`config.mk`:
```
export PLATFORM = sky130hd
export DESIGN_NAME = dmac_top
export DESIGN_NICKNAME = d
export VERILOG_FILES = /design/src/rtl/dmac_pkg.sv /design/src/rtl/dmac_cmd_decode.sv /design/src/rtl/dmac_engine.sv /design/src/rtl/dmac_rd_mux.sv /design/src/rtl/dmac_top.sv
export SDC_FILE = /design/constraint.sdc
export NUM_CORES = 1
export LEC_CHECK = 0
export BUFFER_PORTS_ARGS = -buffer_cell sky130_fd_sc_hd__buf_2
export CORE_ASPECT_RATIO = 1.2
export CORE_MARGIN = 2
export CORE_UTILIZATION = 53
export DETAILED_ROUTE_END_ITERATION = 12
export GPL_TIMING_DRIVEN = 0
export PLACE_DENSITY_LB_ADDON = 0.3
export REMOVE_ABC_BUFFERS = 1
export SYNTH_ARGS = -nofsm -noshare
export SYNTH_HDL_FRONTEND = slang
export SYNTH_SLANG_ARGS = --single-unit
```
`constraint.sdc`:
```
create_clock -name clk -period 6.75 [get_ports clk]
set_input_delay 1.0125 -clock clk [delete_from_list [all_inputs] [get_ports clk]]
set_output_delay 1.0125 -clock clk [all_outputs]
set_load 0.05 [all_outputs]
```
`src/rtl/dmac_pkg.sv`:
```
package dmac_pkg;

    typedef enum logic [1:0] {
        ST_IDLE  = 2'd0,
        ST_READ  = 2'd1,
        ST_WRITE = 2'd2
    } dma_state_e;

    typedef enum logic {
        DIR_TO_CART = 1'b0,
        DIR_TO_RAM  = 1'b1
    } dma_dir_e;

    localparam int unsigned REG_AW = 5;

    localparam logic [REG_AW-1:0] OFS_RAM_ADDR   = 5'h00;
    localparam logic [REG_AW-1:0] OFS_CART_ADDR  = 5'h04;
    localparam logic [REG_AW-1:0] OFS_GO_TO_CART = 5'h08;
    localparam logic [REG_AW-1:0] OFS_GO_TO_RAM  = 5'h0C;
    localparam logic [REG_AW-1:0] OFS_STATUS     = 5'h10;

endpackage

```
`src/rtl/dmac_cmd_decode.sv`:
```
module dmac_cmd_decode
    import dmac_pkg::*;
#(
    parameter int unsigned ADDR_W = 29,
    parameter int unsigned LEN_W  = 24,
    parameter int unsigned DATA_W = 32
) (
    input  logic                        reg_we,
    input  logic [REG_AW-1:0]           reg_addr,
    input  logic [31:0]                 reg_wdata,
    input  logic                        busy,
    input  logic [ADDR_W-1:0]           ram_addr_cur,
    input  logic [ADDR_W-1:0]           cart_addr_cur,
    output logic                        wr_ram_addr,
    output logic                        wr_cart_addr,
    output logic [ADDR_W-1:0]           new_addr,
    output logic                        start_ok,
    output logic                        start_bad,
    output dma_dir_e                    start_dir,
    output logic [LEN_W-$clog2(DATA_W/8)-1:0] start_words_m1
);
    localparam int unsigned AL_W = $clog2(DATA_W / 8);

    logic accept;
    logic len_hit;
    logic aligned;
    logic unused_wdata_hi;

    always_comb begin
        accept       = reg_we && !busy;
        wr_ram_addr  = accept && (reg_addr == OFS_RAM_ADDR);
        wr_cart_addr = accept && (reg_addr == OFS_CART_ADDR);
        len_hit      = accept && ((reg_addr == OFS_GO_TO_CART) || (reg_addr == OFS_GO_TO_RAM));
        aligned      = (ram_addr_cur[AL_W-1:0] == '0) &&
                       (cart_addr_cur[AL_W-1:0] == '0) &&
                       (&reg_wdata[AL_W-1:0]);
        start_ok       = len_hit && aligned;
        start_bad      = len_hit && !aligned;
        start_dir      = (reg_addr == OFS_GO_TO_RAM) ? DIR_TO_RAM : DIR_TO_CART;
        new_addr       = reg_wdata[ADDR_W-1:0];
        start_words_m1 = reg_wdata[LEN_W-1:AL_W];
    end

    assign unused_wdata_hi = ^reg_wdata[31:ADDR_W] ^ ^reg_wdata[31:LEN_W];

endmodule

```
`src/rtl/dmac_engine.sv`:
```
module dmac_engine
    import dmac_pkg::*;
#(
    parameter int unsigned ADDR_W = 29,
    parameter int unsigned LEN_W  = 24,
    parameter int unsigned DATA_W = 32
) (
    input  logic                  clk,
    input  logic                  rst_n,
    input  logic                  wr_ram_addr,
    input  logic                  wr_cart_addr,
    input  logic [ADDR_W-1:0]     new_addr,
    input  logic                  start_ok,
    input  logic                  start_bad,
    input  dma_dir_e              start_dir,
    input  logic [LEN_W-$clog2(DATA_W/8)-1:0] start_words_m1,
    output logic                  busy,
    output logic                  err,
    output logic [ADDR_W-1:0]     ram_addr_cur,
    output logic [ADDR_W-1:0]     cart_addr_cur,
    output logic                  ram_req,
    output logic                  ram_we,
    output logic [DATA_W-1:0]     ram_wdata,
    input  logic [DATA_W-1:0]     ram_rdata,
    output logic                  cart_req,
    output logic                  cart_we,
    output logic [DATA_W-1:0]     cart_wdata,
    input  logic [DATA_W-1:0]     cart_rdata,
    output logic                  irq_done
);
    localparam int unsigned STEP  = DATA_W / 8;
    localparam int unsigned AL_W  = $clog2(STEP);
    localparam int unsigned CNT_W = LEN_W - AL_W;

    typedef struct packed {
        dma_state_e          state;
        dma_dir_e            dir;
        logic [ADDR_W-1:0]   ram_addr;
        logic [ADDR_W-1:0]   cart_addr;
        logic [CNT_W-1:0]    words_left;
        logic                err;
        logic                irq;
    } eng_t;

    eng_t st_d, st_q;

    always_comb begin
        st_d     = st_q;
        st_d.irq = 1'b0;
        unique case (st_q.state)
            ST_IDLE: begin
                if (wr_ram_addr)  st_d.ram_addr  = new_addr;
                if (wr_cart_addr) st_d.cart_addr = new_addr;
                if (start_ok) begin
                    st_d.state      = ST_READ;
                    st_d.dir        = start_dir;
                    st_d.words_left = start_words_m1;
                    st_d.err        = 1'b0;
                end else if (start_bad) begin
                    st_d.err = 1'b1;
                end
            end
            ST_READ: begin
                st_d.state = ST_WRITE;
            end
            ST_WRITE: begin
                st_d.ram_addr  = st_q.ram_addr + ADDR_W'(STEP);
                st_d.cart_addr = st_q.cart_addr + ADDR_W'(STEP);
                if (st_q.words_left == '0) begin
                    st_d.state = ST_IDLE;
                    st_d.irq   = 1'b1;
                end else begin
                    st_d.words_left = st_q.words_left - 1'b1;
                    st_d.state      = ST_READ;
                end
            end
            default: st_d.state = ST_IDLE;
        endcase
    end

    always_ff @(posedge clk or negedge rst_n) begin
        if (!rst_n) st_q <= '0;
        else        st_q <= st_d;
    end

    always_comb begin
        ram_req    = 1'b0;
        ram_we     = 1'b0;
        cart_req   = 1'b0;
        cart_we    = 1'b0;
        ram_wdata  = cart_rdata;
        cart_wdata = ram_rdata;
        if (st_q.state == ST_READ) begin
            if (st_q.dir == DIR_TO_RAM) cart_req = 1'b1;
            else                        ram_req  = 1'b1;
        end else if (st_q.state == ST_WRITE) begin
            if (st_q.dir == DIR_TO_RAM) begin
                ram_req = 1'b1;
                ram_we  = 1'b1;
            end else begin
                cart_req = 1'b1;
                cart_we  = 1'b1;
            end
        end
    end

    assign busy          = (st_q.state != ST_IDLE);
    assign err           = st_q.err;
    assign ram_addr_cur  = st_q.ram_addr;
    assign cart_addr_cur = st_q.cart_addr;
    assign irq_done      = st_q.irq;

    // a destination write is always preceded by a source read one cycle earlier
    assert_ram_write_after_read_R7: assert property (@(posedge clk) disable iff (!rst_n)
        (ram_req && ram_we) |-> $past(cart_req && !cart_we));
    assert_cart_write_after_read_R7: assert property (@(posedge clk) disable iff (!rst_n)
        (cart_req && cart_we) |-> $past(ram_req && !ram_we));
    assert_idle_quiet_R7: assert property (@(posedge clk) disable iff (!rst_n)
        !busy |-> (!ram_req && !cart_req));
    // completion pulse lasts one cycle and follows a write
    assert_irq_single_R8: assert property (@(posedge clk) disable iff (!rst_n)
        irq_done |=> !irq_done);
    assert_irq_after_write_R8: assert property (@(posedge clk) disable iff (!rst_n)
        irq_done |-> (!busy && $past(ram_we || cart_we)));
    // a refused start leaves the engine idle with the error flag set
    assert_bad_start_R5: assert property (@(posedge clk) disable iff (!rst_n)
        start_bad |=> (!busy && err));
    // register writes cannot move the addresses in the middle of a word
    assert_busy_hold_R6: assert property (@(posedge clk) disable iff (!rst_n)
        (st_q.state == ST_READ) |=> ($stable(ram_addr_cur) && $stable(cart_addr_cur)));
    // addresses advance by one word after every write
    assert_addr_step_R4: assert property (@(posedge clk) disable iff (!rst_n)
        (st_q.state == ST_WRITE) |=> (ram_addr_cur == $past(ram_addr_cur) + ADDR_W'(STEP)));

endmodule

```
`src/rtl/dmac_rd_mux.sv`:
```
module dmac_rd_mux
    import dmac_pkg::*;
#(
    parameter int unsigned ADDR_W = 29
) (
    input  logic [REG_AW-1:0] reg_addr,
    input  logic [ADDR_W-1:0] ram_addr_cur,
    input  logic [ADDR_W-1:0] cart_addr_cur,
    input  logic              busy,
    input  logic              err,
    output logic [31:0]       reg_rdata
);
    always_comb begin
        unique case (reg_addr)
            OFS_RAM_ADDR:  reg_rdata = {{(32-ADDR_W){1'b0}}, ram_addr_cur};
            OFS_CART_ADDR: reg_rdata = {{(32-ADDR_W){1'b0}}, cart_addr_cur};
            OFS_STATUS:    reg_rdata = {30'd0, err, busy};
            default:       reg_rdata = 32'd0;
        endcase
    end
endmodule

```
`src/rtl/dmac_top.sv`:
```
module dmac_top
    import dmac_pkg::*;
#(
    parameter int unsigned ADDR_W = 29,
    parameter int unsigned LEN_W  = 24,
    parameter int unsigned DATA_W = 32
) (
    input  logic                clk,
    input  logic                rst_n,
    input  logic                reg_we,
    input  logic [REG_AW-1:0]   reg_addr,
    input  logic [31:0]         reg_wdata,
    output logic [31:0]         reg_rdata,
    output logic                ram_req,
    output logic                ram_we,
    output logic [ADDR_W-1:0]   ram_addr,
    output logic [DATA_W-1:0]   ram_wdata,
    input  logic [DATA_W-1:0]   ram_rdata,
    output logic                cart_req,
    output logic                cart_we,
    output logic [ADDR_W-1:0]   cart_addr,
    output logic [DATA_W-1:0]   cart_wdata,
    input  logic [DATA_W-1:0]   cart_rdata,
    output logic                irq_done
);
    localparam int unsigned CNT_W = LEN_W - $clog2(DATA_W / 8);

    logic              busy;
    logic              err;
    logic              wr_ram_addr;
    logic              wr_cart_addr;
    logic [ADDR_W-1:0] new_addr;
    logic              start_ok;
    logic              start_bad;
    dma_dir_e          start_dir;
    logic [CNT_W-1:0]  start_words_m1;
    logic [ADDR_W-1:0] ram_addr_cur;
    logic [ADDR_W-1:0] cart_addr_cur;

    dmac_cmd_decode #(.ADDR_W(ADDR_W), .LEN_W(LEN_W), .DATA_W(DATA_W)) u_decode (
        .reg_we         (reg_we),
        .reg_addr       (reg_addr),
        .reg_wdata      (reg_wdata),
        .busy           (busy),
        .ram_addr_cur   (ram_addr_cur),
        .cart_addr_cur  (cart_addr_cur),
        .wr_ram_addr    (wr_ram_addr),
        .wr_cart_addr   (wr_cart_addr),
        .new_addr       (new_addr),
        .start_ok       (start_ok),
        .start_bad      (start_bad),
        .start_dir      (start_dir),
        .start_words_m1 (start_words_m1)
    );

    dmac_engine #(.ADDR_W(ADDR_W), .LEN_W(LEN_W), .DATA_W(DATA_W)) u_engine (
        .clk            (clk),
        .rst_n          (rst_n),
        .wr_ram_addr    (wr_ram_addr),
        .wr_cart_addr   (wr_cart_addr),
        .new_addr       (new_addr),
        .start_ok       (start_ok),
        .start_bad      (start_bad),
        .start_dir      (start_dir),
        .start_words_m1 (start_words_m1),
        .busy           (busy),
        .err            (err),
        .ram_addr_cur   (ram_addr_cur),
        .cart_addr_cur  (cart_addr_cur),
        .ram_req        (ram_req),
        .ram_we         (ram_we),
        .ram_wdata      (ram_wdata),
        .ram_rdata      (ram_rdata),
        .cart_req       (cart_req),
        .cart_we        (cart_we),
        .cart_wdata     (cart_wdata),
        .cart_rdata     (cart_rdata),
        .irq_done       (irq_done)
    );

    dmac_rd_mux #(.ADDR_W(ADDR_W)) u_rd_mux (
        .reg_addr      (reg_addr),
        .ram_addr_cur  (ram_addr_cur),
        .cart_addr_cur (cart_addr_cur),
        .busy          (busy),
        .err           (err),
        .reg_rdata     (reg_rdata)
    );

    assign ram_addr  = ram_addr_cur;
    assign cart_addr = cart_addr_cur;

endmodule

```
* Yosys cells after proc, flatten, opt, wreduce, memory -nomap -nowiden
Index checks and enable logic that the tools add are counted.
** Cells by class
- Add/sub/neg operators :: 3
- Equality and inequality tests :: 10
- Multiplexer cells :: 22
- Reductions and logical operators :: 25
** Operators with widths (count)
- 80-bit one-hot mux with 2 select lines :: 1
- 29-bit one-hot mux with 3 select lines :: 1
- 29-bit by 3-bit adder with 29-bit output, second input constant :: 2
- 29-bit two-way mux :: 2
- 22-bit two-way mux :: 2
- 22-bit zero test :: 1
- 22-bit by 1-bit subtractor with 22-bit output, second input constant :: 1
- 1-bit two-way mux :: 14
- 5-bit by 4-bit equality test with 1-bit output, second input constant :: 2
- 2-bit AND reduction :: 5
- 1-bit logical AND :: 8
- 2-bit inequality test, second input constant :: 4
- 2-bit zero test :: 3
- 2-bit one-hot mux with 3 select lines :: 1
- 2-bit nonzero test :: 3
- 5-bit by 3-bit equality test with 1-bit output, second input constant :: 1
- 5-bit equality test, second input constant :: 1
- 5-bit zero test :: 1
- 3-bit two-way mux :: 1
- 3-bit AND reduction :: 1
- 2-bit by 1-bit equality test with 1-bit output, second input constant :: 1
- 2-bit equality test, second input constant :: 1
- 1-bit zero test :: 2
- 1-bit logical OR :: 1
** Word-level totals
- Bits in registers :: 85
- Input port bits :: 104
- Output and inout bits :: 159
- Word-level logic and storage cells :: 67

* Logic depth before layout (Yosys ltp)
- Word-level depth :: 7
- Depth in mapped cells :: 9
- Gate-level depth less buffers :: 8

* Hierarchy
From an unflattened synthesis, not the netlist that was laid out.
** Second synthesis, totals
- Cells, all modules :: 883
- Area, all modules :: 7126.8 µm²
** Modules (own cells, without submodules)
- dmac_engine :: times used 1, cells an instance 745, area each 6099.6 µm²
- dmac_rd_mux :: times used 1, cells an instance 75, area each 563.0 µm²
- dmac_cmd_decode :: times used 1, cells an instance 63, area each 464.2 µm²

* Worst setup path before layout
No wires, ideal clock.
- Path kind :: input-to-output
- From :: input port reg_addr[4]
- To :: output port reg_rdata[0]
- Arrival :: 2.736 ns
- Required time :: 5.738 ns
- Setup slack :: 3.002 ns
- Stages :: 6
- Path buffers :: 2
- Cell sequence :: nor3_1 and2_1 clkbuf_1 buf_1 nand2_1 o21ai_0
** On the way
- Word-level cells in the longest chain between the ends :: 2
- Elaborated cells between the ends (all ways) :: 4
** Ends and longest elaborated chain
- from (decl) :: RTL line dmac_top.sv:11 : input logic [REG_AW-1:0] reg_addr,
- 5-bit equality test, or another cell as far along :: RTL line dmac_rd_mux.sv:14 : unique case (reg_addr)
- 29-bit one-hot mux with 3 select lines (*) :: RTL line dmac_rd_mux.sv:14
- to (decl) :: RTL line dmac_top.sv:13 : output logic [31:0] reg_rdata,
Mark *: on every way between the ends. The rest lies on a longest branch, timed or not.

* Worst setup path in the final report
- From :: input port reg_addr[4]
- To :: output port reg_rdata[3]
Same word-level chain as after synthesis.

==> flow_summary.rst <==
.. list-table::
   :header-rows: 1

   * - Metric
     - Value
   * - Cell repeated most along the worst path
     - sky130_fd_sc_hd__buf_2
   * - Pin count of the biggest net entering global routing
     - 65
   * - Logic depth of the worst register-to-register path
     - 5
   * - Last weighted congestion value of the routability-driven placer
     - 0.978
   * - Routed WL per cell
     - between 20 and 30 um
   * - Maximum fanout encountered on the critical timing path
     - 29
   * - Number of cells on the worst hold path
     - 1
   * - Number of diodes
     - 0
   * - Number of enable-type register cells in the synthesized netlist
     - 0
   * - Ratio of total power to cell area
     - around 200 nW/um2
   * - Critical Path Slowest Stage Cell
     - sky130_fd_sc_hd__and2_1
   * - I/O pin cnt
     - 263
   * - Unrepaired setup endpoints after global routing
     - false
   * - Headroom to the max-slew limit
     - about an eighth
   * - Final worst clock skew
     - 0.00702 ns
   * - Hold_buf cts
     - 0
   * - Buffer count from post-CTS setup fixing
     - 0
   * - Top cells by instance count after synthesis
     - 126 x sky130_fd_sc_hd__buf_4, 85 x sky130_fd_sc_hd__dfrtp_1, 67 x sky130_fd_sc_hd__nor2_1, 64 x sky130_fd_sc_hd__nand2_1, 33 x sky130_fd_sc_hd__clkbuf_1
   * - Buffers plus inverters on the worst setup path
     - 2
   * - Final hold violation count
     - 0
   * - Share of cells above drive strength 1
     - between 20 and 25%
   * - Die area
     - 12700 um2
   * - Number of nets in the finished design
     - approximately 830
   * - Deepest clock path buffer count
     - 2
   * - Combinational cell fraction of total power
     - 14.7%
   * - Clock H-tree levels
     - 3
   * - Reg2reg start
     - u_engine.st_q[83]
   * - Run status
     - completed
   * - Non-filler instance count after layout
     - 886
   * - Endpoint of the worst hold-timing path
     - u_engine.err
   * - Power consumption
     - 1.26 mW
   * - Area of the core
     - 11600 um2
   * - Number of fillers in the final layout
     - about 1100
   * - Initial antenna violation count
     - 0
   * - Area overhead of the layout relative to synthesis
     - 1.75%
   * - Req. time, crit path
     - 5.74 ns
   * - Part of the power in registers
     - 46.3%
   * - Post-synth ARST share
     - 100%
   * - Hold Startpoint
     - u_engine.err
   * - Clk pin slew, worst setup/hold paths
     - ~0.06 ns
   * - Router iterations before antenna repair
     - 5
   * - Post-Route Utilization
     - approximately 55%
   * - Detail Route Antenna Nets
     - 0
   * - Switching share of power
     - 30.3%
   * - Slack of the worst reg-to-reg path
     - 3.39 ns
   * - Number of clock sinks
     - 85
   * - Crit path capture type
     - output port
   * - Max-slew violations
     - 0
   * - Met3 global-route usage
     - 27.6%
   * - Synth Cell Area
     - 6270 um2
   * - Syn Inst Count
     - 748
   * - Width of the chip
     - slightly above 100 um
   * - Root buffer cell
     - sky130_fd_sc_hd__clkbuf_16
   * - Die H
     - 123 um
   * - FF-to-FF End
     - u_engine.ram_addr_cur[7]
   * - Post-layout min period
     - about 4.3 ns
   * - Via count of the first global-routing pass
     - about 5500
   * - Worst endpoint data arrival time
     - about 3.3 ns
   * - Sequential-to-total area share from yosys stat
     - 33.9%
   * - Synthesized area per cell
     - about 8.4 um2
   * - Library cell with the largest summed area after synthesis
     - sky130_fd_sc_hd__dfrtp_1
   * - Top flip-flop cell by instance count after synthesis
     - sky130_fd_sc_hd__dfrtp_1
   * - Setup violation total in the final timing report
     - 0
   * - Ranking of synthesized cells by area
     - sky130_fd_sc_hd__dfrtp_1 34%, sky130_fd_sc_hd__buf_4 15%, sky130_fd_sc_hd__nor2_1 4.0%
   * - Buffers on Ports
     - 128
   * - Routing usage on met2
     - 53.3%
   * - Residual DRC count
     - 0
   * - Max rail drop VDD
     - around 0.11 mV
   * - Net switching power figure
     - 0.382 mW
   * - Fraction of post-synthesis cell area in the top cell type by area
     - 33.9%
   * - Tightest Pin Transition
     - approximately 1.3 ns
   * - Reported leakage power
     - 2.82 nW
   * - Grt peak-use layer
     - met2
   * - Final HPWL from detailed placement
     - 19200 um
   * - DRC violation total after the first TritonRoute iteration
     - 524
   * - Fin crit share
     - 63.4%
   * - Hold Slack
     - 0.504 ns
   * - Highest attainable clock frequency
     - 234 MHz
   * - Most common cell in the synthesized netlist
     - sky130_fd_sc_hd__buf_4
   * - Critical-path cell list
     - buf_2, nor3_1, and2_1, a22o_1, buf_2
   * - Global-route total usage across every layer
     - between 30% and 40%
   * - Crit path largest cell delay
     - 1.02 ns
   * - Initial core utilization
     - around 54%
   * - Remaining Overflow, GRT
     - 0
   * - Post-synthesis sequential element count
     - 85
   * - Global-route wire length before repair
     - around 36000 um
   * - Clock tree from TritonCTS
     - yes
   * - Max capacitance violation total
     - 0
   * - Met1 track demand over resource
     - 43.7%
   * - Number of buffers inserted during clock tree synthesis
     - 9
   * - Final total negative setup slack
     - 0 ns
   * - Via density per instance
     - 6.71
   * - Total vias in the final route
     - just under 6000
   * - Warnings, synthesis
     - 0
   * - CP delay by family, top
     - simple AND/OR/NAND/NOR gates
   * - Worst skew pair latency
     - 0.34 ns
   * - Cell-internal power
     - 0.878 mW
   * - Final WL
     - 25000 um
   * - Classification of the worst setup path
     - in -> out
   * - Distinct cell type count after synthesis
     - 66
   * - Count of cells resized by post-cts repair
     - 0
   * - Hold WC Path Type
     - reg -> reg
   * - Instance count after placement with tap cells included
     - 871
   * - Worst Setup Start Kind
     - primary input
   * - Part of the total power dissipated in the clock network
     - 39.1%
   * - FP Rows
     - 43
worst max path at each step:
stage	slack, ns	startpoint	depth (start not counted)	to
2_1_floorplan	2.55	u_engine.st_q[83]	2	ram_req
3_3_place_gp	1.03	u_engine.st_q[83]	4	u_engine.st_q[18]
3_5_place_dp	2.54	reg_addr[4]	5	reg_rdata[10]
4_1_cts	2.52	reg_addr[4]	5	reg_rdata[3]
5_1_grt	2.30	reg_addr[4]	5	reg_rdata[2]
6_report	2.47	reg_addr[4]	5	reg_rdata[3]
cells by family after synthesis:
group | Yosys count | synth area share, %
AND/OR/NAND/NOR | 253 | 19.7
AO/OA/AOI/OAI | 212 | 25.3
buffers and inverters | 182 | 18.6
flip-flops | 85 | 33.9
XOR/XNOR | 7 | 0.977
adder cells (fa/ha/maj) | 4 | 0.798
multiplexers | 4 | 0.678
other | 1 | 0.0598
power by group through the flow:
stage	clock network, mW	registers [mW]	logic (mW)
after floorplan	0	0.633	0.0623
after global placement	0	0.586	0.178
after detailed placement	0	0.588	0.183
after CTS	0.496	0.579	0.184
after global routing	0.517	0.584	0.198
final	0.493	0.583	0.185
flip-flops by register name, indices dropped and copies added, names as in the netlist:
| register | cells |
|---|---|
| u_engine.err | 1 |
| u_engine.st_q | 25 |
| u_engine.ram_addr_cur | 29 |
| u_engine.irq_done | 1 |
| u_engine.cart_addr_cur | 29 |
routing by layer:
layer | vias to the layer above | part of all wire (%) | routed length [um]
li1 | 2593 | - | -
met1 | 2819 | 34 | 8410
met2 | 465 | 40 | 9960
met3 | 70 | 19 | 4680
met4 | 2 | 7.6 | 1900
met5 | - | 0.33 | 83
stage by stage:
stage               instance area [um2]  setup slack, ns
finish                             6380             2.47
global route                       6380             2.30
CTS                                6370             2.52
detailed placement                 6090             2.54
global placement                   6010             1.03
floorplan                          5170             2.55
cell usage in the layout (no fill, tap or decap), types with 9 or more instances in the layout:
| master | n |
|---|---|
| sky130_fd_sc_hd__nor4_1 | 11 |
| sky130_fd_sc_hd__nand4_1 | 14 |
| sky130_fd_sc_hd__nand3_1 | 32 |
| sky130_fd_sc_hd__clkbuf_16 | 9 |
| sky130_fd_sc_hd__inv_1 | 14 |
| sky130_fd_sc_hd__o21ai_0 | 29 |
| sky130_fd_sc_hd__a22o_1 | 27 |
| sky130_fd_sc_hd__o22a_1 | 11 |
| sky130_fd_sc_hd__a31oi_1 | 13 |
| sky130_fd_sc_hd__o311ai_0 | 11 |
| sky130_fd_sc_hd__o211ai_1 | 10 |
| sky130_fd_sc_hd__dfrtp_1 | 85 |
| sky130_fd_sc_hd__and3_1 | 13 |
| sky130_fd_sc_hd__buf_2 | 127 |
| sky130_fd_sc_hd__o22ai_1 | 10 |
| sky130_fd_sc_hd__a211oi_1 | 9 |
| sky130_fd_sc_hd__nor3_1 | 15 |
| sky130_fd_sc_hd__nand2_1 | 64 |
| sky130_fd_sc_hd__a21oi_1 | 30 |
| sky130_fd_sc_hd__nor2_1 | 67 |
area by class of cell:
class,instances,area [um2],area share [%]
multi-input combinational,483,3000,47.0
sequential,85,2130,33.3
timing repair buffer,132,726,11.4
clock buffer,12,246,3.86
tap,157,196,3.08
inverter,15,56.3,0.882
clock inverter,2,35.0,0.549
(Power assumes the default switching activity.)
